[src/rtl/offpwm_pkg.sv]
package offpwm_pkg;

  // Phase of the switching period seen by the gate logic
  typedef enum logic {
    PH_BLANK = 1'b0,
    PH_RAMP  = 1'b1
  } phase_e;

  // Bits needed to hold values 0 .. n-1, never less than one
  function automatic int unsigned span_bits(input int unsigned n);
    int unsigned b;
    b = (n <= 1) ? 1 : $clog2(n);
    return b;
  endfunction

endpackage

[src/rtl/offpwm_timer.sv]
module offpwm_timer
  import offpwm_pkg::*;
#(
  parameter int unsigned PERIOD_CYC = 752,
  parameter int unsigned TOFF_CYC   = 25
) (
  input  logic   clk_i,
  input  logic   rst_i,
  output logic   start_o,
  output phase_e phase_o,
  output logic   blank_nxt_o,
  output logic   hold_nxt_o
);

  localparam int unsigned CW = span_bits(PERIOD_CYC);
  localparam logic [CW-1:0] LAST  = CW'(PERIOD_CYC - 1);
  localparam logic [CW-1:0] TOFFV = CW'(TOFF_CYC);

  logic [CW-1:0] cnt_q;
  logic [CW-1:0] cnt_d;

  // Reset folds into the next-state value so that the blanking clear
  // seen by the latches also covers reset
  always_comb begin
    if (rst_i)              cnt_d = '0;
    else if (cnt_q == LAST) cnt_d = '0;
    else                    cnt_d = cnt_q + CW'(1);
  end

  always_ff @(posedge clk_i) begin
    cnt_q <= cnt_d;
  end

  assign start_o     = (cnt_q == '0);
  assign phase_o     = (cnt_q < TOFFV) ? PH_BLANK : PH_RAMP;
  assign blank_nxt_o = (cnt_d < TOFFV);
  assign hold_nxt_o  = (cnt_d <= TOFFV);

  initial begin
    a_r1_param_order: assert (TOFF_CYC >= 1 && TOFF_CYC + 1 < PERIOD_CYC)
      else $error("offpwm_timer: TOFF_CYC must be at least 1 and below PERIOD_CYC-1");
  end

  // the strobe never lasts two clocks
  a_r1_strobe_single: assert property (@(posedge clk_i) disable iff (rst_i)
    start_o |=> !start_o);

endmodule

[src/rtl/offpwm_ramp.sv]
module offpwm_ramp #(
  parameter int unsigned RAMP_W = 10
) (
  input  logic              clk_i,
  input  logic              rst_i,
  input  logic              hold_nxt_i,
  input  logic              start_i,
  output logic [RAMP_W-1:0] ramp_o
);

  logic [RAMP_W-1:0] ramp_q;

  // Discharged through blanking and the first ramp position, rising after
  always_ff @(posedge clk_i) begin
    if (rst_i || hold_nxt_i) ramp_q <= '0;
    else                     ramp_q <= ramp_q + RAMP_W'(1);
  end

  assign ramp_o = ramp_q;

  // a fresh period always opens from a discharged ramp
  a_r3_ramp_zero_at_start: assert property (@(posedge clk_i) disable iff (rst_i)
    start_i |-> (ramp_q == '0));

endmodule

[src/rtl/offpwm_ctrl_hold.sv]
module offpwm_ctrl_hold #(
  parameter int unsigned RAMP_W = 10
) (
  input  logic              clk_i,
  input  logic              rst_i,
  input  logic              start_i,
  input  logic [RAMP_W-1:0] ctrl_i,
  output logic [RAMP_W-1:0] ctrl_o
);

  logic [RAMP_W-1:0] hold_q;

  always_ff @(posedge clk_i) begin
    if (rst_i)        hold_q <= '0;
    else if (start_i) hold_q <= ctrl_i;
  end

  assign ctrl_o = hold_q;

  // the held word moves only at the edge that closes the strobe clock
  a_r5_ctrl_stable: assert property (@(posedge clk_i) disable iff (rst_i)
    !start_i |=> $stable(hold_q));

endmodule

[src/rtl/offpwm_gate_latch.sv]
module offpwm_gate_latch (
  input  logic clk_i,
  input  logic rst_i,
  input  logic blank_i,
  input  logic blank_nxt_i,
  input  logic hit_i,
  input  logic ilim_i,
  output logic gate_o
);

  logic lim_q;
  logic on_q;

  // Entering blanking clears both latches and overrides any set request
  always_ff @(posedge clk_i) begin
    if (rst_i || blank_nxt_i) begin
      lim_q <= 1'b0;
      on_q  <= 1'b0;
    end else begin
      lim_q <= lim_q | (ilim_i & ~blank_i);
      on_q  <= on_q | (hit_i & ~blank_i);
    end
  end

  // A live limit flag removes the gate within the same clock
  assign gate_o = on_q & ~lim_q & ~ilim_i;

  // once the limit latch holds, the gate stays low until blanking
  a_r7_limit_holds: assert property (@(posedge clk_i) disable iff (rst_i)
    (lim_q && !blank_nxt_i) |=> !gate_o);

  // an on gate stays on until blanking unless a limit removes it
  a_r4_gate_stays_on: assert property (@(posedge clk_i) disable iff (rst_i)
    (gate_o && !ilim_i && !blank_nxt_i) |=> (gate_o || ilim_i));

  // both latches start each period cleared
  a_r10_clear_in_blank: assert property (@(posedge clk_i) disable iff (rst_i)
    blank_i |-> (!lim_q && !on_q));

endmodule

[src/rtl/offpwm_gate.sv]
module offpwm_gate
  import offpwm_pkg::*;
#(
  parameter int unsigned PERIOD_CYC = 752,
  parameter int unsigned TOFF_CYC   = 25,
  parameter int unsigned RAMP_W     = span_bits(PERIOD_CYC - TOFF_CYC)
) (
  input  logic              clk_i,
  input  logic              rst_i,
  input  logic [RAMP_W-1:0] ctrl_i,
  input  logic              ilim_i,
  output logic              gate_o,
  output logic [RAMP_W-1:0] ramp_o,
  output logic              cyc_start_o
);

  phase_e            phase;
  logic              start;
  logic              blank;
  logic              blank_nxt;
  logic              hold_nxt;
  logic [RAMP_W-1:0] ramp;
  logic [RAMP_W-1:0] ctrl_q;
  logic              hit;

  offpwm_timer #(
    .PERIOD_CYC (PERIOD_CYC),
    .TOFF_CYC   (TOFF_CYC)
  ) timer_i (
    .clk_i       (clk_i),
    .rst_i       (rst_i),
    .start_o     (start),
    .phase_o     (phase),
    .blank_nxt_o (blank_nxt),
    .hold_nxt_o  (hold_nxt)
  );

  offpwm_ramp #(
    .RAMP_W (RAMP_W)
  ) ramp_i (
    .clk_i      (clk_i),
    .rst_i      (rst_i),
    .hold_nxt_i (hold_nxt),
    .start_i    (start),
    .ramp_o     (ramp)
  );

  offpwm_ctrl_hold #(
    .RAMP_W (RAMP_W)
  ) ctrl_i_hold (
    .clk_i   (clk_i),
    .rst_i   (rst_i),
    .start_i (start),
    .ctrl_i  (ctrl_i),
    .ctrl_o  (ctrl_q)
  );

  assign blank = (phase == PH_BLANK);
  assign hit   = (phase == PH_RAMP) && (ramp >= ctrl_q);

  offpwm_gate_latch latch_i (
    .clk_i       (clk_i),
    .rst_i       (rst_i),
    .blank_i     (blank),
    .blank_nxt_i (blank_nxt),
    .hit_i       (hit),
    .ilim_i      (ilim_i),
    .gate_o      (gate_o)
  );

  assign ramp_o      = ramp;
  assign cyc_start_o = start;

  // blanking from the timer always keeps the latch output low
  a_r2_blank_gate_low: assert property (@(posedge clk_i) disable iff (rst_i)
    blank |-> !gate_o);

endmodule

[config.mk]
export PLATFORM = sky130hd
export DESIGN_NAME = offpwm_gate
export DESIGN_NICKNAME = d
export VERILOG_FILES = /design/src/rtl/offpwm_pkg.sv /design/src/rtl/offpwm_timer.sv /design/src/rtl/offpwm_ramp.sv /design/src/rtl/offpwm_ctrl_hold.sv /design/src/rtl/offpwm_gate_latch.sv /design/src/rtl/offpwm_gate.sv
export SDC_FILE = /design/constraint.sdc
export NUM_CORES = 1
export LEC_CHECK = 0
export BUFFER_PORTS_ARGS = -buffer_cell sky130_fd_sc_hd__buf_4
export CORE_ASPECT_RATIO = 0.9
export CORE_UTILIZATION = 50
export DETAILED_ROUTE_END_ITERATION = 10
export PLACE_DENSITY = 0.71
export SLEW_MARGIN = 30
export SYNTH_ARGS = -nofsm -noshare
export SYNTH_HDL_FRONTEND = slang
export SYNTH_SLANG_ARGS = --single-unit
[constraint.sdc]
create_clock -name clk_i -period 2.5 [get_ports clk_i]
set_clock_uncertainty 0.2 [all_clocks]
set_input_delay 0.5 -clock clk_i [delete_from_list [all_inputs] [get_ports clk_i]]
set_output_delay 0.5 -clock clk_i [all_outputs]
set_load 0.02 [all_outputs]
==> results of run 1 <==
-- worst paths after layout --
kind	startpoint	endpoint	slack, ns
min	latch_i.on_q	latch_i.on_q	0.26
max reg2reg	timer_i.cnt_q[1]	ramp_i.ramp_o[7]	0.20
max	timer_i.cnt_q[1]	ramp_i.ramp_o[7]	0.20
min reg2reg	latch_i.on_q	latch_i.on_q	0.26
-- area by class of cell --
| class | count | area share |
|---|---|---|
| inverter | 16 | 0.0283 |
| tap | 44 | 0.0259 |
| sequential | 32 | 0.302 |
| clock buffer | 8 | 0.0424 |
| timing repair buffer | 27 | 0.0955 |
| multi-input combinational | 146 | 0.506 |
-- worst max-delay path: cells and delay by family (launching register included) --
family                     cells  cell delay (ns)
and+or+nand+nor                2             0.19
DFF                            1             0.47
AOI/OAI and AO/OA              4             1.09
adders and majority gates      1             0.23
-- power by group through the flow --
stage	sequential [mW]	clock, mW	combinational (mW)
finish	0.546	0.398	0.135
global route	0.548	0.425	0.151
global placement	0.554	0	0.129
detailed placement	0.556	0	0.133
CTS	0.545	0.406	0.134
floorplan	0.551	0	0.0954
-- flip-flops by register name, indices dropped and copies added (netlist names) --
signal / count
ctrl_i_hold.ctrl_o: 10
latch_i.lim_q: 1
latch_i.on_q: 1
ramp_i.ramp_o: 10
timer_i.cnt_q: 10
-- cells in the final DEF, fill, tap and decap left out, drive strengths merged, types with 2 or more instances in the layout --
cell type  count
inv           16
ha            13
nand2b         3
mux2i         10
nor2b          4
dfxtp         32
a21o           2
nor2          33
a21oi          6
nand4          3
a211oi         6
buf           27
o31ai          3
xor2           5
and3           2
nand2         13
o21a           3
or4            2
nor3           3
a21boi         3
or3            2
clkbuf         8
o21ai          4
nand3          7
a31oi          2
xnor2          6
-- routing by layer --
metal  wire length (um)  vias to the layer above  share of wire
li1                   -                      743              -
met1               1840                      665           0.50
met2               1630                       35           0.45
met3                153                        2          0.042
met4                 17                        0         0.0047
met5                  0                        -              0
-- repair_timing --
| action | in CTS | in global routing |
|---|---|---|
| endpoints found under the setup margin | 0 | 12 |
| hold endpoints to repair | 0 | 0 |
| resized for setup | 0 | 5 |
-- cell families after synthesis --
| kind of cell | share of synthesized area |
|---|---|
| AND/OR/NAND/NOR | 0.224 |
| AO/OA/AOI/OAI | 0.152 |
| flip-flops | 0.361 |
| buffers and inverters | 0.0599 |
| adder cells (fa/ha/maj) | 0.0917 |
| XOR/XNOR | 0.0543 |
| multiplexers | 0.0564 |
-- through the flow --
step	cells	cell area (um2)	util
final	273	2120	0.629
after global routing	273	2120	0.629
after CTS	272	2080	0.616
after detailed placement	264	1990	0.590
after global placement	264	1990	0.590
after floorplan	200	1770	-
==> impl_metrics.env, run 1 <==
export IMPL_status="finished, final reports clean"
export IMPL_slew_viol_final=0
export IMPL_grt_usage=0.208
export IMPL_die_w_um=64.8
export IMPL_n_fill_cell=291
export IMPL_syn_cell_area_um2=1770
export IMPL_drt_iter0_markers=62
export IMPL_cts_buffers=5
export IMPL_path_class="reg2reg"
export IMPL_startpoint_type="flop"
export IMPL_drive_above_1_share=0.210
export IMPL_ios=25
export IMPL_p_leak_nw=0.868
export IMPL_clock_power_share=0.369
export IMPL_p_switching_uw=258
export IMPL_row_count=20
export IMPL_regArea_um2=641
export IMPL_multi_input_area_um2=1070
export IMPL_grt_pass1_vias=1378
export IMPL_ir_drop_mv=0.384
export IMPL_yosysWarnings=0
export IMPL_synth_top_cell_area_share=0.361
export IMPL_synthTopCellsByCount="nor2_1, dfxtp_1, inv_1, ha_1, nand2_1"
export IMPL_fin_setup_tns_ns=0
export IMPL_crit_arrival_ns=2.26
export IMPL_grt_use_met2=0.342
export IMPL_drc_errors=0
export IMPL_port_buffers=24
export IMPL_path_clk_slew_ns=0.06
export IMPL_setup_ws_ns=0.204
export IMPL_numClockSinks=32
export IMPL_hp_class="reg2reg"
export IMPL_max_slew_margin=0.680
export IMPL_antenna_found_initial=0
export IMPL_ys_async_sr_fraction=0
export IMPL_finalCritPeriodShare=0.918
export IMPL_tightest_slew_ns=0.479
export IMPL_ys_types=46
export IMPL_postRouteAntennaNets=0
export IMPL_synth_flop_cell="dfxtp_1"
export IMPL_hold_ws_ns=0.256
export IMPL_start_util=0.525
export IMPL_p_int_uw=821
export IMPL_hold_buffers=0
export IMPL_clk_latency_ns=0.28
export IMPL_fin_crit_ns=2.30
export IMPL_setup_violations=0
export IMPL_final_nets=254
export IMPL_seqPwrFrac=0.506
export IMPL_synth_edff_count=0
export IMPL_met1_usage=0.275
export IMPL_yosysMostFrequentCell="nor2_1"
export IMPL_cts_tree="yes"
export IMPL_r2r_cells=7
export IMPL_diodes=0
export IMPL_cp_required_ns=2.46
export IMPL_area_growth_pct=19.7
export IMPL_wl_um=3640
export IMPL_synth_nets=226
export IMPL_synth_top_area_cell="dfxtp_1"
export IMPL_syn_inst=200
export IMPL_grt_busiest_layer="met2"
export IMPL_met3_usage=0.0465
export IMPL_grt_pass1_wl_um=6070
export IMPL_ys_ff_latch=32
export IMPL_wl_per_cell_um=13.3
export IMPL_place_ws_ns=0.0246
export IMPL_slowest_delay_ns=0.47
export IMPL_vias=1445
export IMPL_core_um2=3380
export IMPL_cts_setup_buffers=0
export IMPL_via_per_inst=5.29
export IMPL_power_switching_share=0.239
export IMPL_synthTopCellsByArea="dfxtp_1, ha_1, nor2_1"
export IMPL_htreeDepth=2
export IMPL_total_power_mw=1.08
export IMPL_seq_area_frac_synth=0.361
export IMPL_syn_area_per_cell_um2=8.87
export IMPL_grt_max_degree=17
export IMPL_clk_path_buf_depth=2
export IMPL_max_cap_violations=0
export IMPL_slowest_stage="dfxtp_1"
export IMPL_dr_pass1_iters=4
export IMPL_max_clock_freq_mhz=436
export IMPL_power_density_nw_per_um2=508
export IMPL_gp_congestion=0.890
export IMPL_hold_depth=1
export IMPL_die_y_um=58.5
export IMPL_cts_root_buffer="clkbuf_8"
export IMPL_finalHoldViolations=0
export IMPL_rsz0062_at_grt="false"
export IMPL_overflow=0
export IMPL_critPathMaxFanout=7
export IMPL_combPwrFrac=0.125
export IMPL_die_area_um2=3790
export IMPL_cp_cell_sequence="ha_4 -> nand3_4 -> o31ai_2 -> o211ai_1 -> a211oi_2 -> a21boi_4 -> nor2_1"
export IMPL_hpwl_um=2710
export IMPL_end_kind="flop"
Power figures use the tool's default switching activity.
==> inputs of run 2 (changes only) <==
--- a/config.mk
+++ b/config.mk
@@ -6,7 +6,6 @@
 export NUM_CORES = 1
 export LEC_CHECK = 0
 export BUFFER_PORTS_ARGS = -buffer_cell sky130_fd_sc_hd__buf_4
-export CORE_ASPECT_RATIO = 0.9
 export CORE_UTILIZATION = 50
 export DETAILED_ROUTE_END_ITERATION = 10
 export PLACE_DENSITY = 0.71
==> impl_metrics.env, run 2 (synthesized netlist as in run 1, its figures left out) <==
export IMPL_n_fill_cell=303
export IMPL_slew_viol_final=0
export IMPL_core_um2=3360
export IMPL_drc_errors=0
export IMPL_cts_buffers=5
export IMPL_grt_max_degree=17
export IMPL_die_area_um2=3790
export IMPL_finalCritPeriodShare=0.948
export IMPL_overflow=0
export IMPL_postRouteAntennaNets=0
export IMPL_grt_usage=0.220
export IMPL_numClockSinks=32
export IMPL_finalHoldViolations=0
export IMPL_final_common_cell="nor2_1"
export IMPL_power_density_nw_per_um2=481
export IMPL_path_delay_family="compound AO/OA/AOI/OAI gates"
export IMPL_fin_crit_ns=2.37
export IMPL_hold_buffers=0
export IMPL_path_clk_slew_ns=0.10
export IMPL_finalNonFillerCells=276
export IMPL_dr_pass1_iters=4
export IMPL_wl_um=3760
export IMPL_fin_setup_tns_ns=0
export IMPL_cp_cell_sequence="ha_1 -> nand3_4 -> o31ai_2 -> o211ai_1 -> a211oi_2 -> a21boi_4 -> nor2_1"
export IMPL_startpoint_type="flop"
export IMPL_grt_pass1_wl_um=6110
export IMPL_via_per_inst=5.46
export IMPL_ios=25
export IMPL_max_clock_freq_mhz=422
export IMPL_final_nets=256
export IMPL_row_count=21
export IMPL_status="finished, final reports clean"
export IMPL_port_buffers=24
export IMPL_vias=1508
export IMPL_drive_above_1_share=0.213
export IMPL_hpwl_um=2790
export IMPL_slowest_stage="a211oi_2"
export IMPL_slowest_delay_ns=0.36
export IMPL_critPathMaxFanout=7
export IMPL_ir_drop_mv=0.352
export IMPL_setup_violations=0
export IMPL_die_y_um=61.6
export IMPL_die_w_um=61.6
export IMPL_drt_iter0_markers=71
export IMPL_start_util=0.528
export IMPL_area_growth_pct=18.3
export IMPL_hp_class="in2reg"
export IMPL_max_slew_margin=0.691
export IMPL_wl_per_cell_um=13.6
export IMPL_final_cell_mix="nor2_1, dfxtp_1, buf_4"
export IMPL_crit_arrival_ns=2.38
export IMPL_cts_tree="yes"
export IMPL_clk_path_buf_depth=2
export IMPL_clk_latency_ns=0.32
export IMPL_path_class="reg2reg"
export IMPL_diodes=0
export IMPL_tightest_slew_ns=0.463
export IMPL_gp_congestion=0.815
export IMPL_antenna_found_initial=0
export IMPL_cp_required_ns=2.51
export IMPL_end_kind="flop"
export IMPL_p_leak_nw=0.872
export IMPL_max_cap_violations=0
export IMPL_cts_root_buffer="clkbuf_4"
export IMPL_htreeDepth=2
export IMPL_grt_pass1_vias=1466
export IMPL_place_inst=268
export IMPL_critPathBufInv=0
-- run 2: area by class of cell --
| type | count | area (um2) | share of cell area |
|---|---|---|---|
| multi-input cells | 146 | 1060 | 0.504 |
| flip-flops and latches | 32 | 641 | 0.305 |
| repair buffers | 29 | 218 | 0.104 |
| clock buffers | 7 | 65.1 | 0.0310 |
| inverters | 16 | 60.1 | 0.0286 |
| well taps | 46 | 57.6 | 0.0274 |
-- run 2: where the power goes --
group          internal [mW]  total, mW  switching, mW
logic                 0.0685      0.140         0.0717
registers              0.529      0.541         0.0125
clock network          0.159      0.328          0.169
-- run 2: worst paths after layout --
kind	slack (ns)	to	cells past startpoint	start
hold / removal	0.21	ctrl_i_hold.ctrl_o[8]	3	ctrl_i[8]
hold reg to reg	0.28	latch_i.on_q	1	latch_i.on_q
setup reg to reg	0.13	ramp_i.ramp_o[2]	7	timer_i.cnt_q[0]
setup / recovery	0.13	ramp_i.ramp_o[2]	7	timer_i.cnt_q[0]
-- run 2: per-layer routing --
layer	wire (um)	vias to the layer above	track usage	share of wire
met2	1980	25	0.376	0.53
met5	0	-	0	0
li1	-	756	-	-
met4	69	0	0.117	0.018
met3	102	7	0.0504	0.027
met1	1610	720	0.254	0.43
-- run 2: what timing repair did --
item / 4_1_cts / 5_1_grt
endpoints found under the setup margin: 0 / 10
resized for setup: 0 / 2
setup buffers: 0 / 0
-- run 2: worst register-to-register path, cell delays in order (launching register included) --
cell      delay [ns]
dfxtp_1         0.35
ha_1            0.33
nand3_4         0.16
o31ai_2         0.32
o211ai_1        0.15
a211oi_2        0.36
a21boi_4        0.32
nor2_1          0.07
-- run 2: through the flow --
step	util	cell area, um2	setup WS [ns]	hold slack, ns	power, mW
detailed placement	0.597	2010	0.142	0.259	0.692
CTS	0.617	2070	0.121	0.204	1.02
floorplan	-	1770	0.291	0.233	0.646
global placement	0.597	2010	0.263	0.249	0.686
global route	0.624	2100	-0.0352	0.202	1.06
finish	0.624	2100	0.129	0.213	1.01
==> inputs of run 3 (changes only) <==
--- a/config.mk
+++ b/config.mk
@@ -8,8 +8,10 @@
 export BUFFER_PORTS_ARGS = -buffer_cell sky130_fd_sc_hd__buf_4
 export CORE_UTILIZATION = 50
 export DETAILED_ROUTE_END_ITERATION = 10
+export GPL_ROUTABILITY_DRIVEN = 0
 export PLACE_DENSITY = 0.71
 export SLEW_MARGIN = 30
 export SYNTH_ARGS = -nofsm -noshare
 export SYNTH_HDL_FRONTEND = slang
+export SYNTH_HIERARCHICAL = 1
 export SYNTH_SLANG_ARGS = --single-unit
==> impl_metrics.env, run 3 <==
export IMPL_ios=25
export IMPL_cts_tree="yes"
export IMPL_final_cell_mix="dfxtp_1, buf_4, nor2_1"
export IMPL_synth_top_family_by_area="simple AND/OR/NAND/NOR gates"
export IMPL_antenna_found_initial=0
export IMPL_htreeDepth=2
export IMPL_synth_top_area_cell="dfxtp_1"
export IMPL_cts_buffers=5
export IMPL_drc_errors=0
export IMPL_diodes=0
export IMPL_place_area_um2=1970
export IMPL_numClockSinks=32
export IMPL_regArea_um2=643
export IMPL_synth_nets=226
export IMPL_hold_buffers=0
export IMPL_crit_arrival_ns=2.32
export IMPL_die_area_um2=3730
export IMPL_synthTopCellsByArea="dfxtp_1, ha_1, nor2_1"
export IMPL_critPathMaxFanout=8
export IMPL_via_per_inst=5.51
export IMPL_grt_pass1_vias=1368
export IMPL_combPwrFrac=0.135
export IMPL_fin_crit_ns=2.31
export IMPL_grt_usage=0.219
export IMPL_hp_class="in2reg"
export IMPL_synth_compound_area_frac=0.139
export IMPL_hold_path_endpoint="ctrl_i_hold/ctrl_o[7]"
export IMPL_tightest_slew_ns=0.475
export IMPL_ys_ff_latch=32
export IMPL_critPathBufInv=0
export IMPL_yosysMostFrequentCell="dfxtp_1"
export IMPL_synth_edff_count=0
export IMPL_clock_power_share=0.314
export IMPL_dr_pass1_iters=4
export IMPL_final_common_cell="dfxtp_1"
export IMPL_slowest_stage="or4_4"
export IMPL_drt_iter0_markers=65
export IMPL_wl_per_cell_um=13.4
export IMPL_setup_violations=0
export IMPL_syn_cell_area_um2=1740
export IMPL_r2r_end="ramp_i/ramp_o[9]"
export IMPL_vias=1514
export IMPL_wl_um=3690
export IMPL_power_density_nw_per_um2=479
export IMPL_postRouteAntennaNets=0
export IMPL_cts_root_buffer="clkbuf_4"
export IMPL_startpoint_type="flop"
export IMPL_start_util=0.523
export IMPL_grt_max_degree=18
export IMPL_hold_start="ctrl_i[7]"
export IMPL_synthTopCellsByCount="dfxtp_1, nor2_1, inv_1, ha_1, a21oi_1"
export IMPL_synth_xor_area_frac=0.0502
export IMPL_synth_flop_cell="dfxtp_1"
export IMPL_p_leak_nw=0.855
export IMPL_reg2reg_from="timer_i/cnt_q[0]"
export IMPL_core_um2=3340
export IMPL_r2r_cells=8
export IMPL_ys_types=47
export IMPL_ys_async_sr_fraction=0
export IMPL_max_clock_freq_mhz=433
export IMPL_area_growth_pct=18.2
export IMPL_cp_cell_sequence="ha_2 -> nor3b_2 -> a31oi_1 -> or4_4 -> or3_1 -> a21oi_2 -> or2_4 -> a21oi_1"
export IMPL_seqPwrFrac=0.551
export IMPL_path_class="reg2reg"
export IMPL_hpwl_um=2830
export IMPL_max_slew_margin=0.679
export IMPL_finalHoldViolations=0
export IMPL_synthSimpleGateAreaFrac=0.217
export IMPL_cp_required_ns=2.51
export IMPL_syn_area_per_cell_um2=8.76
export IMPL_hold_depth=3
export IMPL_hold_ws_ns=0.203
export IMPL_port_buffers=24
export IMPL_path_delay_family="simple AND/OR/NAND/NOR gates"
export IMPL_fin_area_um2=2060
export IMPL_postLayoutCoreUtil=0.618
export IMPL_synth_fa_ha_area_frac=0.100
export IMPL_multi_input_area_um2=1010
export IMPL_end_kind="flop"
export IMPL_synth_top_cell_area_share=0.367
export IMPL_final_nets=255
export IMPL_p_switching_uw=258
export IMPL_slew_viol_final=0
export IMPL_overflow=0
export IMPL_path_clk_slew_ns=0.10
export IMPL_grt_pass1_wl_um=5930
export IMPL_max_cap_violations=0
export IMPL_power_switching_share=0.261
export IMPL_p_int_uw=730
export IMPL_status="finished, final reports clean"
export IMPL_row_count=21
export IMPL_die_y_um=61.1
export IMPL_finalCritPeriodShare=0.924
export IMPL_clk_path_buf_depth=2
export IMPL_rsz0062_at_grt="false"
export IMPL_fin_setup_tns_ns=0
export IMPL_slowest_delay_ns=0.43
export IMPL_clk_latency_ns=0.32
export IMPL_yosysWarnings=6
export IMPL_n_fill_cell=294
export IMPL_ir_drop_mv=0.322
export IMPL_die_w_um=61.1
export IMPL_drive_above_1_share=0.223
export IMPL_synth_mux_area_frac=0.0574
export IMPL_seq_area_frac_synth=0.367
export IMPL_r2r_setup_slack_ns=0.19
export IMPL_syn_inst=199
==> run 3: cell count changes after synthesis, sizes merged, moves of 4 or more <==
cell    previous run  this run
nor2b              4         0
a21oi              6        12
a211oi             6         1
and2               0         4
nor2              33        27
inv               16        20
nand2             13         6
==> run 3: tightest hold or removal path: stages <==
cell and delay (ns):
buf_4 0.08, mux2i_1 0.05, nor2_1 0.07
==> run 3: cell type report <==
class                   instances  area share
inverters                      20      0.0364
multi-input cells             140       0.488
clock buffers                   6      0.0249
flip-flops and latches         32       0.312
repair buffers                 29       0.106
clock inverters                 2     0.00485
well taps                      46      0.0279
==> run 3: repair_timing <==
item                       in CTS  in global routing
setup buffers                   0                  0
setup endpoints to repair       0                 12
gates resized for setup         0                  8
==> run 3: how the worst max path moves through the flow <==
stage / cells past startpoint / from / slack, ns / endpoint
detailed placement: 8 / timer_i/cnt_q[0] / 0.07 / ramp_i/ramp_o[9]
global placement: 8 / timer_i/cnt_q[0] / 0.18 / ramp_i/ramp_o[4]
finish: 8 / timer_i/cnt_q[0] / 0.19 / ramp_i/ramp_o[9]
CTS: 8 / timer_i/cnt_q[0] / 0.03 / ramp_i/ramp_o[9]
floorplan: 9 / timer_i/cnt_q[0] / 0.11 / ramp_i/ramp_o[2]
global route: 8 / timer_i/cnt_q[0] / 0.04 / ramp_i/ramp_o[9]
==> run 3: stage by stage <==
stage          total power, mW  std cells  setup WS, ns
2_1_floorplan            0.648        199         0.108
3_3_place_gp             0.680        267         0.184
3_5_place_dp             0.689        267        0.0657
4_1_cts                  0.996        275        0.0333
5_1_grt                   1.04        275        0.0427
6_report                 0.988        275         0.190
==> run 3: logic make-up (layout without fill, tap and decap cells) <==
| group | after synthesis | after routing |
|---|---|---|
| XOR/XNOR | 10 | 10 |
| AO/OA/AOI/OAI | 36 | 36 |
| buffers and inverters | 27 | 57 |
| multiplexers | 10 | 10 |
| adder cells (fa/ha/maj) | 14 | 14 |
| AND/OR/NAND/NOR | 70 | 70 |
| flip-flops | 32 | 32 |
==> run 3: power by group through the flow <==
stage          logic (mW)  clock network (mW)  registers (mW)
2_1_floorplan      0.0983                   0           0.550
3_3_place_gp        0.126                   0           0.554
3_5_place_dp        0.133                   0           0.556
4_1_cts             0.134               0.318           0.544
5_1_grt             0.148               0.345           0.548
6_report            0.133               0.310           0.545
==> run 3: per-layer routing <==
layer | wire length [um] | GRT usage
met5 | 0 | 0
met4 | 45 | 0.0942
met1 | 1710 | 0.293
met3 | 166 | 0.0588
met2 | 1770 | 0.334
